## src/rtl/dm_dmi_pkg.sv

```systemverilog
package dm_dmi_pkg;
    localparam logic [6:0] ADDR_DATA_BASE = 7'h04;
    localparam logic [6:0] ADDR_CTRL      = 7'h10;
    localparam logic [6:0] ADDR_CMD_STAT  = 7'h16;
    localparam logic [6:0] ADDR_ACC_STAT  = 7'h17;
    localparam logic [6:0] ADDR_PBUF_BASE = 7'h20;

    localparam int SEL_W = 10;
    localparam logic [31:0] SELF_LOOP_INSN = 32'h0000_006F;

    typedef enum logic [1:0] {
        RSP_IDLE  = 2'd0,
        RSP_DATA  = 2'd1,
        RSP_ERROR = 2'd2
    } rsp_state_e;

    typedef enum logic [1:0] {
        HS_RUNNING = 2'd0,
        HS_HALTED  = 2'd1,
        HS_ABSENT  = 2'd2
    } hart_state_e;
endpackage

```

## src/rtl/dm_word_store.sv

```systemverilog
module dm_word_store #(
    parameter int DEPTH = 4,
    localparam int IDX_W = (DEPTH > 1) ? $clog2(DEPTH) : 1
) (
    input  logic             clk,
    input  logic             rst_n,
    input  logic             we,
    input  logic [IDX_W-1:0] idx,
    input  logic [31:0]      wdata,
    output logic [31:0]      rdata
);
    logic [31:0] words_q [DEPTH];

    for (genvar w = 0; w < DEPTH; w++) begin : g_word
        always_ff @(posedge clk) begin
            if (!rst_n) begin
                words_q[w] <= '0;
            end else if (we && idx == IDX_W'(w)) begin
                words_q[w] <= wdata;
            end
        end
    end

    always_comb begin
        rdata = '0;
        for (int w = 0; w < DEPTH; w++) begin
            if (idx == IDX_W'(w)) rdata = words_q[w];
        end
    end
endmodule

```

## src/rtl/dm_hart_ctrl.sv

```systemverilog
module dm_hart_ctrl
    import dm_dmi_pkg::*;
#(
    parameter int NUM_HARTS = 4,
    parameter int SLOT_W    = 10
) (
    input  logic                 clk,
    input  logic                 rst_n,
    input  logic                 ctrl_we,
    input  logic                 w_enable,
    input  logic                 w_hart_rst,
    input  logic                 w_halt,
    input  logic [SEL_W-1:0]     w_sel,
    output logic [31:0]          ctrl_rdata,
    output logic [NUM_HARTS-1:0] halt_req,
    input  logic                 fetch_valid,
    input  logic                 fetch_write,
    input  logic [SLOT_W-1:0]    fetch_word,
    output logic                 fetch_rsp_valid,
    output logic [31:0]          fetch_rdata,
    output logic                 fetch_err
);
    logic                 enable_q, hart_rst_q, halt_q;
    logic [SEL_W-1:0]     sel_q;
    logic [NUM_HARTS-1:0] halted_q, line_q;
    logic                 sel_exists, sel_line, sel_halted;
    hart_state_e          hstate;

    always_ff @(posedge clk) begin
        if (!rst_n) begin
            enable_q   <= 1'b0;
            hart_rst_q <= 1'b0;
            halt_q     <= 1'b0;
            sel_q      <= '0;
        end else if (ctrl_we) begin
            enable_q   <= w_enable;
            hart_rst_q <= w_enable & w_hart_rst;
            halt_q     <= w_enable & w_halt;
            sel_q      <= w_enable ? w_sel : '0;
        end
    end

    for (genvar h = 0; h < NUM_HARTS; h++) begin : g_hart
        always_ff @(posedge clk) begin
            if (!rst_n) begin
                line_q[h] <= 1'b0;
            end else if (ctrl_we && !w_enable) begin
                line_q[h] <= 1'b0;
            end else if (ctrl_we && w_sel == SEL_W'(h)) begin
                line_q[h] <= w_halt;
            end
        end

        always_ff @(posedge clk) begin
            if (!rst_n) begin
                halted_q[h] <= 1'b0;
            end else if (fetch_valid && !fetch_write && fetch_word == SLOT_W'(h)) begin
                halted_q[h] <= 1'b1;
            end
        end
    end

    always_ff @(posedge clk) begin
        if (!rst_n) begin
            fetch_rsp_valid <= 1'b0;
            fetch_err       <= 1'b0;
            fetch_rdata     <= '0;
        end else begin
            fetch_rsp_valid <= fetch_valid;
            fetch_err       <= fetch_valid & fetch_write;
            fetch_rdata     <= (fetch_valid && !fetch_write) ? SELF_LOOP_INSN : '0;
        end
    end

    always_comb begin
        sel_exists = 1'b0;
        sel_line   = 1'b0;
        sel_halted = 1'b0;
        for (int h = 0; h < NUM_HARTS; h++) begin
            if (sel_q == SEL_W'(h)) begin
                sel_exists = 1'b1;
                sel_line   = line_q[h];
                sel_halted = halted_q[h];
            end
        end
        if (!sel_exists)     hstate = HS_ABSENT;
        else if (sel_halted) hstate = HS_HALTED;
        else                 hstate = HS_RUNNING;

        ctrl_rdata        = '0;
        ctrl_rdata[0]     = enable_q;
        ctrl_rdata[1]     = hart_rst_q;
        ctrl_rdata[3:2]   = 2'd1;
        ctrl_rdata[4]     = 1'b0;
        ctrl_rdata[5]     = 1'b1;
        ctrl_rdata[7:6]   = 2'd0;
        ctrl_rdata[9:8]   = hstate;
        ctrl_rdata[25:16] = sel_q;
        ctrl_rdata[31]    = sel_exists ? sel_line : halt_q;
    end

    assign halt_req = line_q;


    deact_clears_chk: assert property (@(posedge clk) disable iff (!rst_n)
        ctrl_we && !w_enable |=> halt_req == '0);

    halted_sticky_chk: assert property (@(posedge clk) disable iff (!rst_n)
        1'b1 |=> ((halted_q & $past(halted_q)) == $past(halted_q)));

    store_err_chk: assert property (@(posedge clk) disable iff (!rst_n)
        fetch_valid && fetch_write |=> fetch_err && fetch_rsp_valid);
endmodule

```

## src/rtl/dm_dmi_top.sv

```systemverilog
module dm_dmi_top
    import dm_dmi_pkg::*;
#(
    parameter int NUM_HARTS   = 4,
    parameter int DATACOUNT   = 4,
    parameter int PROGSIZE    = 8,
    parameter int ENTRY_SLOTS = 1024,
    localparam int SLOT_W     = $clog2(ENTRY_SLOTS)
) (
    input  logic                 clk,
    input  logic                 rst_n,
    input  logic                 req_valid,
    input  logic                 req_write,
    input  logic [6:0]           req_addr,
    input  logic [31:0]          req_wdata,
    output logic                 rsp_valid,
    output logic                 rsp_err,
    output logic [31:0]          rsp_rdata,
    output logic [NUM_HARTS-1:0] halt_req,
    input  logic                 fetch_valid,
    input  logic                 fetch_write,
    input  logic [SLOT_W-1:0]    fetch_word,
    output logic                 fetch_rsp_valid,
    output logic [31:0]          fetch_rdata,
    output logic                 fetch_err
);
    localparam int DIDX_W   = (DATACOUNT > 1) ? $clog2(DATACOUNT) : 1;
    localparam int PIDX_W   = (PROGSIZE > 1) ? $clog2(PROGSIZE) : 1;
    localparam int DATA_END = int'(ADDR_DATA_BASE) + DATACOUNT;
    localparam int PBUF_END = int'(ADDR_PBUF_BASE) + PROGSIZE;

    logic              in_data, in_pbuf, bad, data_we, pbuf_we, ctrl_we;
    logic [31:0]       rd_val, data_rd, pbuf_rd, ctrl_rd;
    logic [DIDX_W-1:0] data_idx;
    logic [PIDX_W-1:0] pbuf_idx;
    rsp_state_e        rsp_q, rsp_d;
    logic [31:0]       rdata_q;

    assign in_data  = int'(req_addr) >= int'(ADDR_DATA_BASE) && int'(req_addr) < DATA_END;
    assign in_pbuf  = int'(req_addr) >= int'(ADDR_PBUF_BASE) && int'(req_addr) < PBUF_END;
    assign data_idx = DIDX_W'(req_addr - ADDR_DATA_BASE);
    assign pbuf_idx = PIDX_W'(req_addr - ADDR_PBUF_BASE);

    dm_word_store #(.DEPTH(DATACOUNT)) i_data (
        .clk(clk), .rst_n(rst_n), .we(data_we), .idx(data_idx),
        .wdata(req_wdata), .rdata(data_rd));

    dm_word_store #(.DEPTH(PROGSIZE)) i_pbuf (
        .clk(clk), .rst_n(rst_n), .we(pbuf_we), .idx(pbuf_idx),
        .wdata(req_wdata), .rdata(pbuf_rd));

    dm_hart_ctrl #(.NUM_HARTS(NUM_HARTS), .SLOT_W(SLOT_W)) i_ctrl (
        .clk(clk), .rst_n(rst_n), .ctrl_we(ctrl_we),
        .w_enable(req_wdata[0]), .w_hart_rst(req_wdata[1]), .w_halt(req_wdata[31]),
        .w_sel(req_wdata[25:16]), .ctrl_rdata(ctrl_rd), .halt_req(halt_req),
        .fetch_valid(fetch_valid), .fetch_write(fetch_write), .fetch_word(fetch_word),
        .fetch_rsp_valid(fetch_rsp_valid), .fetch_rdata(fetch_rdata), .fetch_err(fetch_err));

    // Address decode: picks the read value and the single write enable.
    always_comb begin
        rd_val  = '0;
        bad     = 1'b0;
        data_we = 1'b0;
        pbuf_we = 1'b0;
        ctrl_we = 1'b0;
        if (in_data) begin
            data_we = req_valid & req_write;
            if (!req_write) rd_val = data_rd;
        end else if (in_pbuf) begin
            pbuf_we = req_valid & req_write;
            if (!req_write) rd_val = pbuf_rd;
        end else begin
            case (req_addr)
                ADDR_CTRL: begin
                    ctrl_we = req_valid & req_write;
                    if (!req_write) rd_val = ctrl_rd;
                end
                ADDR_CMD_STAT: begin
                    bad = req_write;
                    if (!req_write) rd_val = {27'd0, 5'(DATACOUNT)};
                end
                ADDR_ACC_STAT: begin
                    bad = req_write;
                    if (!req_write) rd_val = {27'd0, 5'(PROGSIZE)};
                end
                default: bad = 1'b1;
            endcase
        end
    end

    // Next-state logic of the response machine.
    always_comb begin
        unique case (1'b1)
            !req_valid:      rsp_d = RSP_IDLE;
            req_valid && bad:  rsp_d = RSP_ERROR;
            default:         rsp_d = RSP_DATA;
        endcase
    end

    // State register.
    always_ff @(posedge clk) begin
        if (!rst_n) begin
            rsp_q   <= RSP_IDLE;
            rdata_q <= '0;
        end else begin
            rsp_q   <= rsp_d;
            rdata_q <= (req_valid && !bad) ? rd_val : '0;
        end
    end

    // Outputs of the response machine.
    always_comb begin
        rsp_valid = 1'b0;
        rsp_err   = 1'b0;
        unique case (rsp_q)
            RSP_IDLE:  ;
            RSP_DATA:  rsp_valid = 1'b1;
            RSP_ERROR: begin rsp_valid = 1'b1; rsp_err = 1'b1; end
            default:   ;
        endcase
    end
    assign rsp_rdata = rdata_q;


    rsp_follows_req_chk: assert property (@(posedge clk) disable iff (!rst_n)
        req_valid |=> rsp_valid);

    rsp_idle_chk: assert property (@(posedge clk) disable iff (!rst_n)
        !req_valid |=> !rsp_valid);

    cmd_write_err_chk: assert property (@(posedge clk) disable iff (!rst_n)
        req_valid && req_write && req_addr == ADDR_CMD_STAT |=> rsp_err && rsp_rdata == '0);
endmodule

```

## config.mk

```make
export PLATFORM = sky130hd
export DESIGN_NAME = dm_dmi_top
export DESIGN_NICKNAME = d
export VERILOG_FILES = /design/src/rtl/dm_dmi_pkg.sv /design/src/rtl/dm_word_store.sv /design/src/rtl/dm_hart_ctrl.sv /design/src/rtl/dm_dmi_top.sv
export SDC_FILE = /design/constraint.sdc
export NUM_CORES = 1
export LEC_CHECK = 0
export ABC_CLOCK_PERIOD_IN_PS = 3650
export BUFFER_PORTS_ARGS = -buffer_cell sky130_fd_sc_hd__buf_2
export CAP_MARGIN = 30
export CORE_MARGIN = 5
export CORE_UTILIZATION = 54
export DETAILED_ROUTE_END_ITERATION = 10
export GPL_ROUTABILITY_DRIVEN = 0
export GPL_TIMING_DRIVEN = 0
export PLACE_DENSITY = 0.75
export SLEW_MARGIN = 20
export SYNTH_ARGS = -nofsm -noshare
export SYNTH_HDL_FRONTEND = slang
export SYNTH_SLANG_ARGS = --single-unit
```

## constraint.sdc

```tcl
create_clock -name clk -period 3.65 [get_ports clk]
set_input_delay 0.1825 -clock clk [delete_from_list [all_inputs] [get_ports clk]]
set_output_delay 0.1825 -clock clk [all_outputs]
set_load 0.01 [all_outputs]
```

==> summary.md, run 1 <==
| Metric | Value |
|---|---|
| Final setup vio count | `0` |
| Routed length per instance | `between 20 and 30 um` |
| CP Data Required Time | `3.90 ns` |
| Relative slew margins | `roughly 29%` |
| Crit path max fanout | `13` |
| Antenna violations before repair | `3` |
| Post-Place Cell Area | `22000 um2` |
| Setup skew after layout | `~0.025 ns` |
| Fin. max-slew vios | `0` |
| Detailed-route via count | `approximately 14000` |
| Core area | `36700 um2` |
| Crit-path most repeated cell | `sky130_fd_sc_hd__buf_2` |
| Tot GR Track Use | `29.2%` |
| Chip width | `203 um` |
| CP Cell Sequence | `buf_2 > buf_2 > buf_2 > buf_2 > clkbuf_1 > nand2_1 > o21ai_4 > buf_16 > buf_16` |
| Crit path capture type | `flop` |
| Pre-CTS worst setup slack | `about 0.30 ns` |
| Area grow syn2layout | `18.7%` |
| PwrDens | `about 470 nW/um2` |
| Sequential area share after synthesis | `63.1%` |
| Clock-pin slew on the worst setup and hold paths | `~0.06 ns` |
| Post-route DRC | `0` |
| Residual overflow from global routing | `0` |
| Maximum level of the CTS H-tree | `2` |
| Startpoint Class | `input port` |
| Antenna Nets Post-Route | `0` |
| Highest Clock Rate | `~330 MHz` |
| Total of cells resized after clock tree synthesis | `0` |
| Final WS setup | `roughly 0.58 ns` |
| Standard cell with the maximum stage delay on the critical path | `sky130_fd_sc_hd__clkbuf_1` |
| Tightest Pin Transition | `between 1 and 1.5 ns` |
| Area of the die | `41200 um2` |
| Path category of the worst min-delay check | `input port to flop` |
| Largest stage delay on the critical path | `0.67 ns` |
| Worst R2R Path Depth | `5` |
| Max-cap check violation count | `0` |
| Final Instance Area | `23900 um2` |
| Cts bufs inserted | `47` |
| Maximum number of pins on one net before global-route repair | `17` |
| Total Wirelength | `around 61000 um` |
| Number of top-level pins | `127` |
| Fraction of final layout cells sized beyond drive strength 1 | `a little over 20%` |
| Capturing element of the worst setup path | `i_pbuf.words_q[1][24]` |
| Vias in the first global route | `14400` |
| Beginning of the worst register-to-register path | `i_ctrl.sel_q[7]` |
| Synth warnings | `0` |
| Die Ht | `203 um` |
| Run status | `completed` |
| Prevailing post-synth register cell | `sky130_fd_sc_hd__edfxtp_1` |
| Clock period minus final worst setup slack | `approximately 3.1 ns` |
| Clock latency at the later pin of the worst-skew pair | `0.57 ns` |
| Slack of the worst reg-to-reg path | `1.77 ns` |
| LEAKAGE | `8.75 nW` |
| Launching element of the worst setup path | `req_addr[2]` |
| First-pass DRT Iterations | `5` |
| Post-Syn Area | `20100 um2` |
| Number of register bits inferred by synthesis | `442` |
| Wire length of the first global-routing pass | `a little under 90000 um` |
| DP Wirelength | `41600 um` |
| Endpoint of the lowest-slack register-to-register path | `rsp_rdata[8]` |
| Synth Instances | `1545` |
| Startpoint-to-endpoint class of the critical path | `input port to flop` |
| Num Clock Sinks | `442` |
| TritonCTS clock tree | `yes` |
| Clock root buffer | `sky130_fd_sc_hd__clkbuf_16` |
| CTS max path bufs | `3` |
| Count of distinct cell types in the synthesized netlist | `60` |
| Crit path arrival time | `3.32 ns` |
| Iteration-0 DRC count of the detailed router | `2071` |
| Placement row count | `70` |
| Initial standard-cell utilization of the core | `a little over half` |
| Async set-or-reset flop fraction in the synthesized netlist | `0%` |
| VDD IR-drop max | `351 uV` |
| Number of endpoints with negative hold slack in the final report | `0` |
| EDFF count, synth | `384` |
| Mean cell area of the mapped netlist | `13.0 um2` |
| Share of the clock period used by the worst path | `between 80% and 90%` |
| Count of port buffers added during placement | `98` |
| RSZ-0062 raised after global routing | `no` |
| Total power consumption of the routed design | `11.3 mW` |
| Net count of the finished layout | `about 1800` |
| Number of vias per cell after detailed routing | `between 6 and 7` |
-- synthesized netlist by cell type (22+ instances only) --
cell	instances	share of area, %
sky130_fd_sc_hd__and2_1	377	12
sky130_fd_sc_hd__mux2i_1	34	1.7
sky130_fd_sc_hd__buf_2	32	0.80
sky130_fd_sc_hd__clkbuf_1	81	1.5
sky130_fd_sc_hd__a21oi_1	82	2.0
sky130_fd_sc_hd__mux2_2	24	1.3
sky130_fd_sc_hd__a22oi_1	30	1.1
sky130_fd_sc_hd__nand2_1	44	0.82
sky130_fd_sc_hd__a21o_1	22	0.82
sky130_fd_sc_hd__mux4_2	36	4.0
sky130_fd_sc_hd__nor2_1	37	0.69
sky130_fd_sc_hd__clkbuf_2	22	0.55
sky130_fd_sc_hd__edfxtp_1	384	57
sky130_fd_sc_hd__o21ai_0	40	1.0
sky130_fd_sc_hd__buf_4	32	1.2
sky130_fd_sc_hd__dfxtp_1	58	5.8
-- cell usage in the layout (no fill, tap or decap), drive strengths merged, types with 3 or more instances in the layout --
master / n
buf: 196
mux2: 24
nor3: 20
mux4: 36
a31oi: 3
o221ai: 13
dlygate4sd3: 35
nand2: 44
edfxtp: 384
o22ai: 15
o31ai: 4
nor4: 12
a21boi: 13
a21o: 22
a32oi: 12
inv: 9
dfxtp: 58
nand2b: 15
and3: 3
mux2i: 34
a21oi: 82
clkbuf: 178
nor4b: 4
conb: 26
nor2b: 9
a2111o: 10
a22oi: 30
o311ai: 4
o21ai: 40
clkinv: 12
o21a: 13
nor2: 42
and2: 377
nand3: 22
-- power by group --
group,internal (mW),switching (mW),total (mW)
clock,2.71,1.94,4.65
combinational,0.334,0.550,0.884
sequential,5.70,0.0645,5.76
-- worst min path at each step --
stage / cells past startpoint / to / startpoint
5_1_grt: 3 / i_ctrl.sel_q[7] / req_wdata[0]
4_1_cts: 3 / i_ctrl.sel_q[7] / req_wdata[0]
3_3_place_gp: 2 / i_ctrl.fetch_rdata[5] / fetch_write
2_1_floorplan: 1 / i_ctrl.fetch_rdata[5] / fetch_write
6_report: 3 / i_ctrl.halt_req[1] / req_wdata[31]
3_5_place_dp: 2 / i_ctrl.fetch_rdata[5] / fetch_write
-- flip-flops by register name, summed over array words and instances (netlist names) --
register / cells
i_pbuf.words_q: 256
i_data.words_q: 128
rsp_rdata: 32
i_ctrl.sel_q: 10
i_ctrl.halt_req: 4
i_ctrl.halted_q: 4
rsp_q: 2
i_ctrl.enable_q: 1
i_ctrl.fetch_err: 1
i_ctrl.fetch_rdata: 1
i_ctrl.fetch_rsp_valid: 1
i_ctrl.halt_q: 1
i_ctrl.hart_rst_q: 1
-- stage by stage --
stage / hold slack, ns / setup TNS (ns) / std cells / utilization [%]
global route: 0.0216 / 0 / 2287 / 65.0
finish: 0.0118 / 0 / 2288 / 65.0
CTS: 0.00159 / 0 / 2287 / 65.0
detailed placement: 0.384 / 0 / 2165 / 60.0
floorplan: 0.254 / -41.75 / 1570 / -
global placement: 0.378 / -933.77 / 2136 / 58.0
-- layout make-up --
class	instances	area [um2]
fillers	2684	12800
flip-flops and latches	442	12700
multi-input cells	947	6780
clock buffers	75	1450
repair buffers	162	1430
plain buffers	172	841
well taps	468	586
clock inverters	12	62.6
inverters	9	33.8
diodes	1	2.50
-- timing repair --
action,CTS,global route
endpoints found under the hold margin,58,0
hold buffers,35,0
setup endpoints to repair,0,0
buffers inserted,0,0
-- critical path, delay by kind of cell --
family,cells,cell delay (ns)
AO/OA/AOI/OAI,1,0.58
buffers and inverters,7,2.22
AND/OR/NAND/NOR,1,0.30
-- per-layer routing --
metal,vias up,global-route usage (%),wire length (um),share of wire [%]
li1,6046,-,-,-
met1,6850,37.0,21800,36
met3,268,8.16,7980,13
met2,1115,47.1,28300,46
met5,-,0,0,0
met4,0,13.6,3220,5.3
-- kinds of logic (layout without fill, tap and decap cells) --
| logic type | Yosys count | in the layout | synth area share (%) |
|---|---|---|---|
| AND/OR/NAND/NOR | 550 | 550 | 16.2 |
| adder cells (fa/ha/maj) | 1 | 1 | 0.0622 |
| multiplexers | 94 | 94 | 7.07 |
| buffers and inverters | 181 | 430 | 4.35 |
| other | 1 | 27 | 0.0186 |
| flip-flops | 442 | 442 | 63.1 |
| AO/OA/AOI/OAI | 276 | 276 | 9.16 |
(Power assumes the default switching activity.)
==> inputs of run 2 (changes only) <==
Settings changed: ABC_AREA set to 1, ABC_CLOCK_PERIOD_IN_PS 3650 to 2700.
Clock period 3.65 ns to 2.7 ns, I/O delays scaled along.
==> run 2 against run 1 <==
Net effect:
- first-iteration DRC count fell by 13%
- cell area shrank 5.4%
- sequential cell count did not move
- largest power group unchanged
- critical endpoint is now i_pbuf.words_q[0][75]
- highest routed layer unchanged
- routed wire length shrank 13%
- via count grew 4.0%
==> summary.md, run 2 <==
| Metric | Value |
|---|---|
| Run status | `completed` |
| Startpoint Class | `input port` |
| LEAKAGE | `8.73 nW (-0.17%)` |
| Die Ht | `198 um (-2.4%)` |
| Count of port buffers added during placement | `97 (-1.0%)` |
| Synth Area in Compound Gates | `7.81% (-1.4 points)` |
| Prevailing post-synth register cell | `sky130_fd_sc_hd__edfxtp_1` |
| Simple logic cell fraction of the synthesized area | `19.8% (+3.5 points)` |
| Setup skew after layout | `0.0147 ns (-0.0102 ns)` |
| Relative slew margins | `36.0% (+6.8 points)` |
| Ranking of synthesized cells by instance count | `sky130_fd_sc_hd__nor2_1, sky130_fd_sc_hd__edfxtp_1, sky130_fd_sc_hd__nand2_1, sky130_fd_sc_hd__a21oi_1, sky130_fd_sc_hd__nand3_1` |
| Leading cell type in the layout, fill and taps excluded | `sky130_fd_sc_hd__nor2_1` |
| Dominant combinational cell family by area after synthesis | `simple AND/OR/NAND/NOR gates` |
| Antenna violations before repair | `0 (-3)` |
| Highest Clock Rate | `about 420 MHz` |
| Startpoint-to-endpoint class of the critical path | `input port to flop` |
| Placement row count | `69 (-1.4%)` |
| Fin. max-slew vios | `0 (unchanged)` |
| Clock latency at the later pin of the worst-skew pair | `0.54 ns (-0.03 ns)` |
| Top library cells by usage in the layout, fill and taps aside | `sky130_fd_sc_hd__nor2_1, sky130_fd_sc_hd__edfxtp_1, sky130_fd_sc_hd__nand2_1` |
| Number of filler cells placed in the layout | `2751 (+2.5%)` |
| Antenna Nets Post-Route | `0 (unchanged)` |
| Clock root buffer | `sky130_fd_sc_hd__clkbuf_16` |
| Num Clock Sinks | `442 (unchanged)` |
| RSZ-0062 raised after global routing | `no` |
| Area of the die | `39300 um2 (-4.7%)` |
| Synth Instances | `1891 (+22%)` |
| CTS max path bufs | `3 (unchanged)` |
| Count leader, synth | `sky130_fd_sc_hd__nor2_1` |
| Diode insertion count for antenna repair | `0 (-1)` |
| Largest cells by area after synthesis | `sky130_fd_sc_hd__edfxtp_1, sky130_fd_sc_hd__nor2_1, sky130_fd_sc_hd__dfxtp_1` |
| Clock-pin slew on the worst setup and hold paths | `0.06 ns (about the same)` |
| Crit path capture type | `flop` |
| First-pass DRT Iterations | `6 (+1)` |
| Synth top area share | `60.3% (+3.0 points)` |
| Core area | `35200 um2 (-4.0%)` |
| Xor and xnor fraction of the mapped netlist area | `0% (unchanged)` |
| Total of cells resized after clock tree synthesis | `0 (unchanged)` |
| Cell type contributing the most total cell area after synthesis | `sky130_fd_sc_hd__edfxtp_1` |
| Total Wirelength | `53600 um (-13%)` |
| Cts bufs inserted | `45 (-4.3%)` |
| EDFF count, synth | `384 (unchanged)` |
| Post-route DRC | `0 (unchanged)` |
| VDD IR-drop max | `520 uV (+48%)` |
| Chip width | `198 um (-2.4%)` |
| Layout Cells excl Fill | `2612 (+14%)` |
| Area grow syn2layout | `18.1%` |
| Mean cell area of the mapped netlist | `10.1 um2 (-22%)` |
| Fraction of final layout cells sized beyond drive strength 1 | `14.3% (-6.1 points)` |
| Path category of the worst min-delay check | `input port to flop` |
| Placed cells | `2488 (+15%)` |
| Register containing the most flip-flops in the final layout | `i_pbuf.words_q` |
| Max-cap check violation count | `0 (unchanged)` |
| Post-synthesis mux area share | `0% (-7.1 points)` |
| Detailed-route via count | `14800 (+4.0%)` |
| Async set-or-reset flop fraction in the synthesized netlist | `0% (unchanged)` |
| Share of the clock period used by the worst path | `88.9%` |
| Sequential area share after synthesis | `66.4% (+3.3 points)` |
| Crit path arrival time | `2.64 ns (-0.68 ns)` |
| Post-Syn Area | `19100 um2 (-4.9%)` |
| Residual overflow from global routing | `0 (unchanged)` |
| Number of endpoints with negative hold slack in the final report | `0 (unchanged)` |
| Maximum number of pins on one net before global-route repair | `26 (+9)` |
| DP Wirelength | `37600 um (-9.6%)` |
| Hold buffer count at CTS | `46 (+31%)` |
| Clock period minus final worst setup slack | `2.40 ns` |
| Synth warnings | `0 (unchanged)` |
| Number of top-level pins | `127 (unchanged)` |
| Tightest Pin Transition | `0.960 ns (-0.102 ns)` |
| Wire length of the first global-routing pass | `80000 um (-10%)` |
| Post-CTS Setup Repair Bufs | `0 (unchanged)` |
| Worst hold-check slack | `0.0442 ns (+0.0324 ns)` |
| Maximum level of the CTS H-tree | `2 (unchanged)` |
| Number of vias per cell after detailed routing | `5.68 (-8.9%)` |
| Vias in the first global route | `14000 (-2.6%)` |
| Final setup vio count | `0 (unchanged)` |
| Initial standard-cell utilization of the core | `54.3% (-0.50 points)` |
| Adder-cell share of the synthesized area | `0.0654% (+0.0032 points)` |
| Largest register FFs | `256 (unchanged)` |
| Net count of the finished layout | `2176 (+18%)` |
| Routed length per instance | `20.5 um (-23%)` |
| Iteration-0 DRC count of the detailed router | `1807 (-13%)` |
| CP Data Required Time | `2.94 ns (-0.96 ns)` |
| Number of register bits inferred by synthesis | `442 (unchanged)` |
| Count of distinct cell types in the synthesized netlist | `41 (-32%)` |
| Tot GR Track Use | `26.7% (-2.6 points)` |
| TritonCTS clock tree | `yes` |
| Crit path max fanout | `17 (+4)` |
| PwrDens | `646 nW/um2 (+36%)` |
run 2: final timing paths:
kind,endpoint,startpoint,depth (start not counted),slack [ns]
worst max register to register,rsp_rdata[8],i_ctrl.sel_q[9],9,0.79
worst min-delay path,rsp_q[1],rst_n,3,0.04
worst max-delay path,i_pbuf.words_q[0][75],req_valid,7,0.30
worst min register to register,i_ctrl.halted_q[3],i_ctrl.halted_q[3],2,0.46
run 2: layout make-up:
| cell class | count | area, um2 | area share (%) |
|---|---|---|---|
| sequential | 442 | 12700 | 56.2 |
| multi-input combinational | 1226 | 5510 | 24.4 |
| timing repair buffer | 157 | 1330 | 5.90 |
| clock buffer | 61 | 1250 | 5.52 |
| buffer | 165 | 828 | 3.67 |
| tap | 461 | 577 | 2.55 |
| inverter | 83 | 315 | 1.40 |
| clock inverter | 17 | 81.3 | 0.360 |
run 2: cells by family (layout without fill, tap and decap cells):
logic type                 count (synthesis)  after routing
and+or+nand+nor                          920            920
DFF                                      442            442
AOI/OAI and AO/OA                        279            279
buffers and inverters                    248            483
adders and majority gates                  1              1
other                                      1             26
run 2: critical path, cell delays in order:
cell and delay [ns]:
sky130_fd_sc_hd__dlygate4sd3_1 0.52, sky130_fd_sc_hd__buf_2 0.14, sky130_fd_sc_hd__nand2_1 0.20, sky130_fd_sc_hd__nor2_4 0.31, sky130_fd_sc_hd__inv_1 0.37, sky130_fd_sc_hd__o21ai_4 0.70
sky130_fd_sc_hd__buf_16 0.24
run 2: stage by stage:
step	worst slack, ns	util (%)	setup TNS, ns	power (mW)	instance area [um2]
floorplan	-0.105	-	-36.43	8.49	19200
global placement	-1.67	57.6	-514.84	8.85	20300
detailed placement	-0.0544	59.0	-1.33	8.95	20800
CTS	0.299	64.1	0	14.6	22600
global route	0.179	64.1	0	15.0	22600
finish	0.300	64.1	0	14.6	22600
run 2: metal layers:
metal / track usage, % / vias up / share of wire [%]
li1: - / 6807 / -
met1: 36.4 / 6966 / 38
met2: 43.4 / 932 / 47
met3: 4.76 / 143 / 12
met4: 9.72 / 0 / 4.0
met5: 0 / - / 0
run 2: where the power goes:
group	total, mW	switching (mW)	internal, mW
clock network	5.70	2.48	3.22
registers	7.79	0.0846	7.70
logic	1.09	0.746	0.342
total	14.6	3.31	11.3
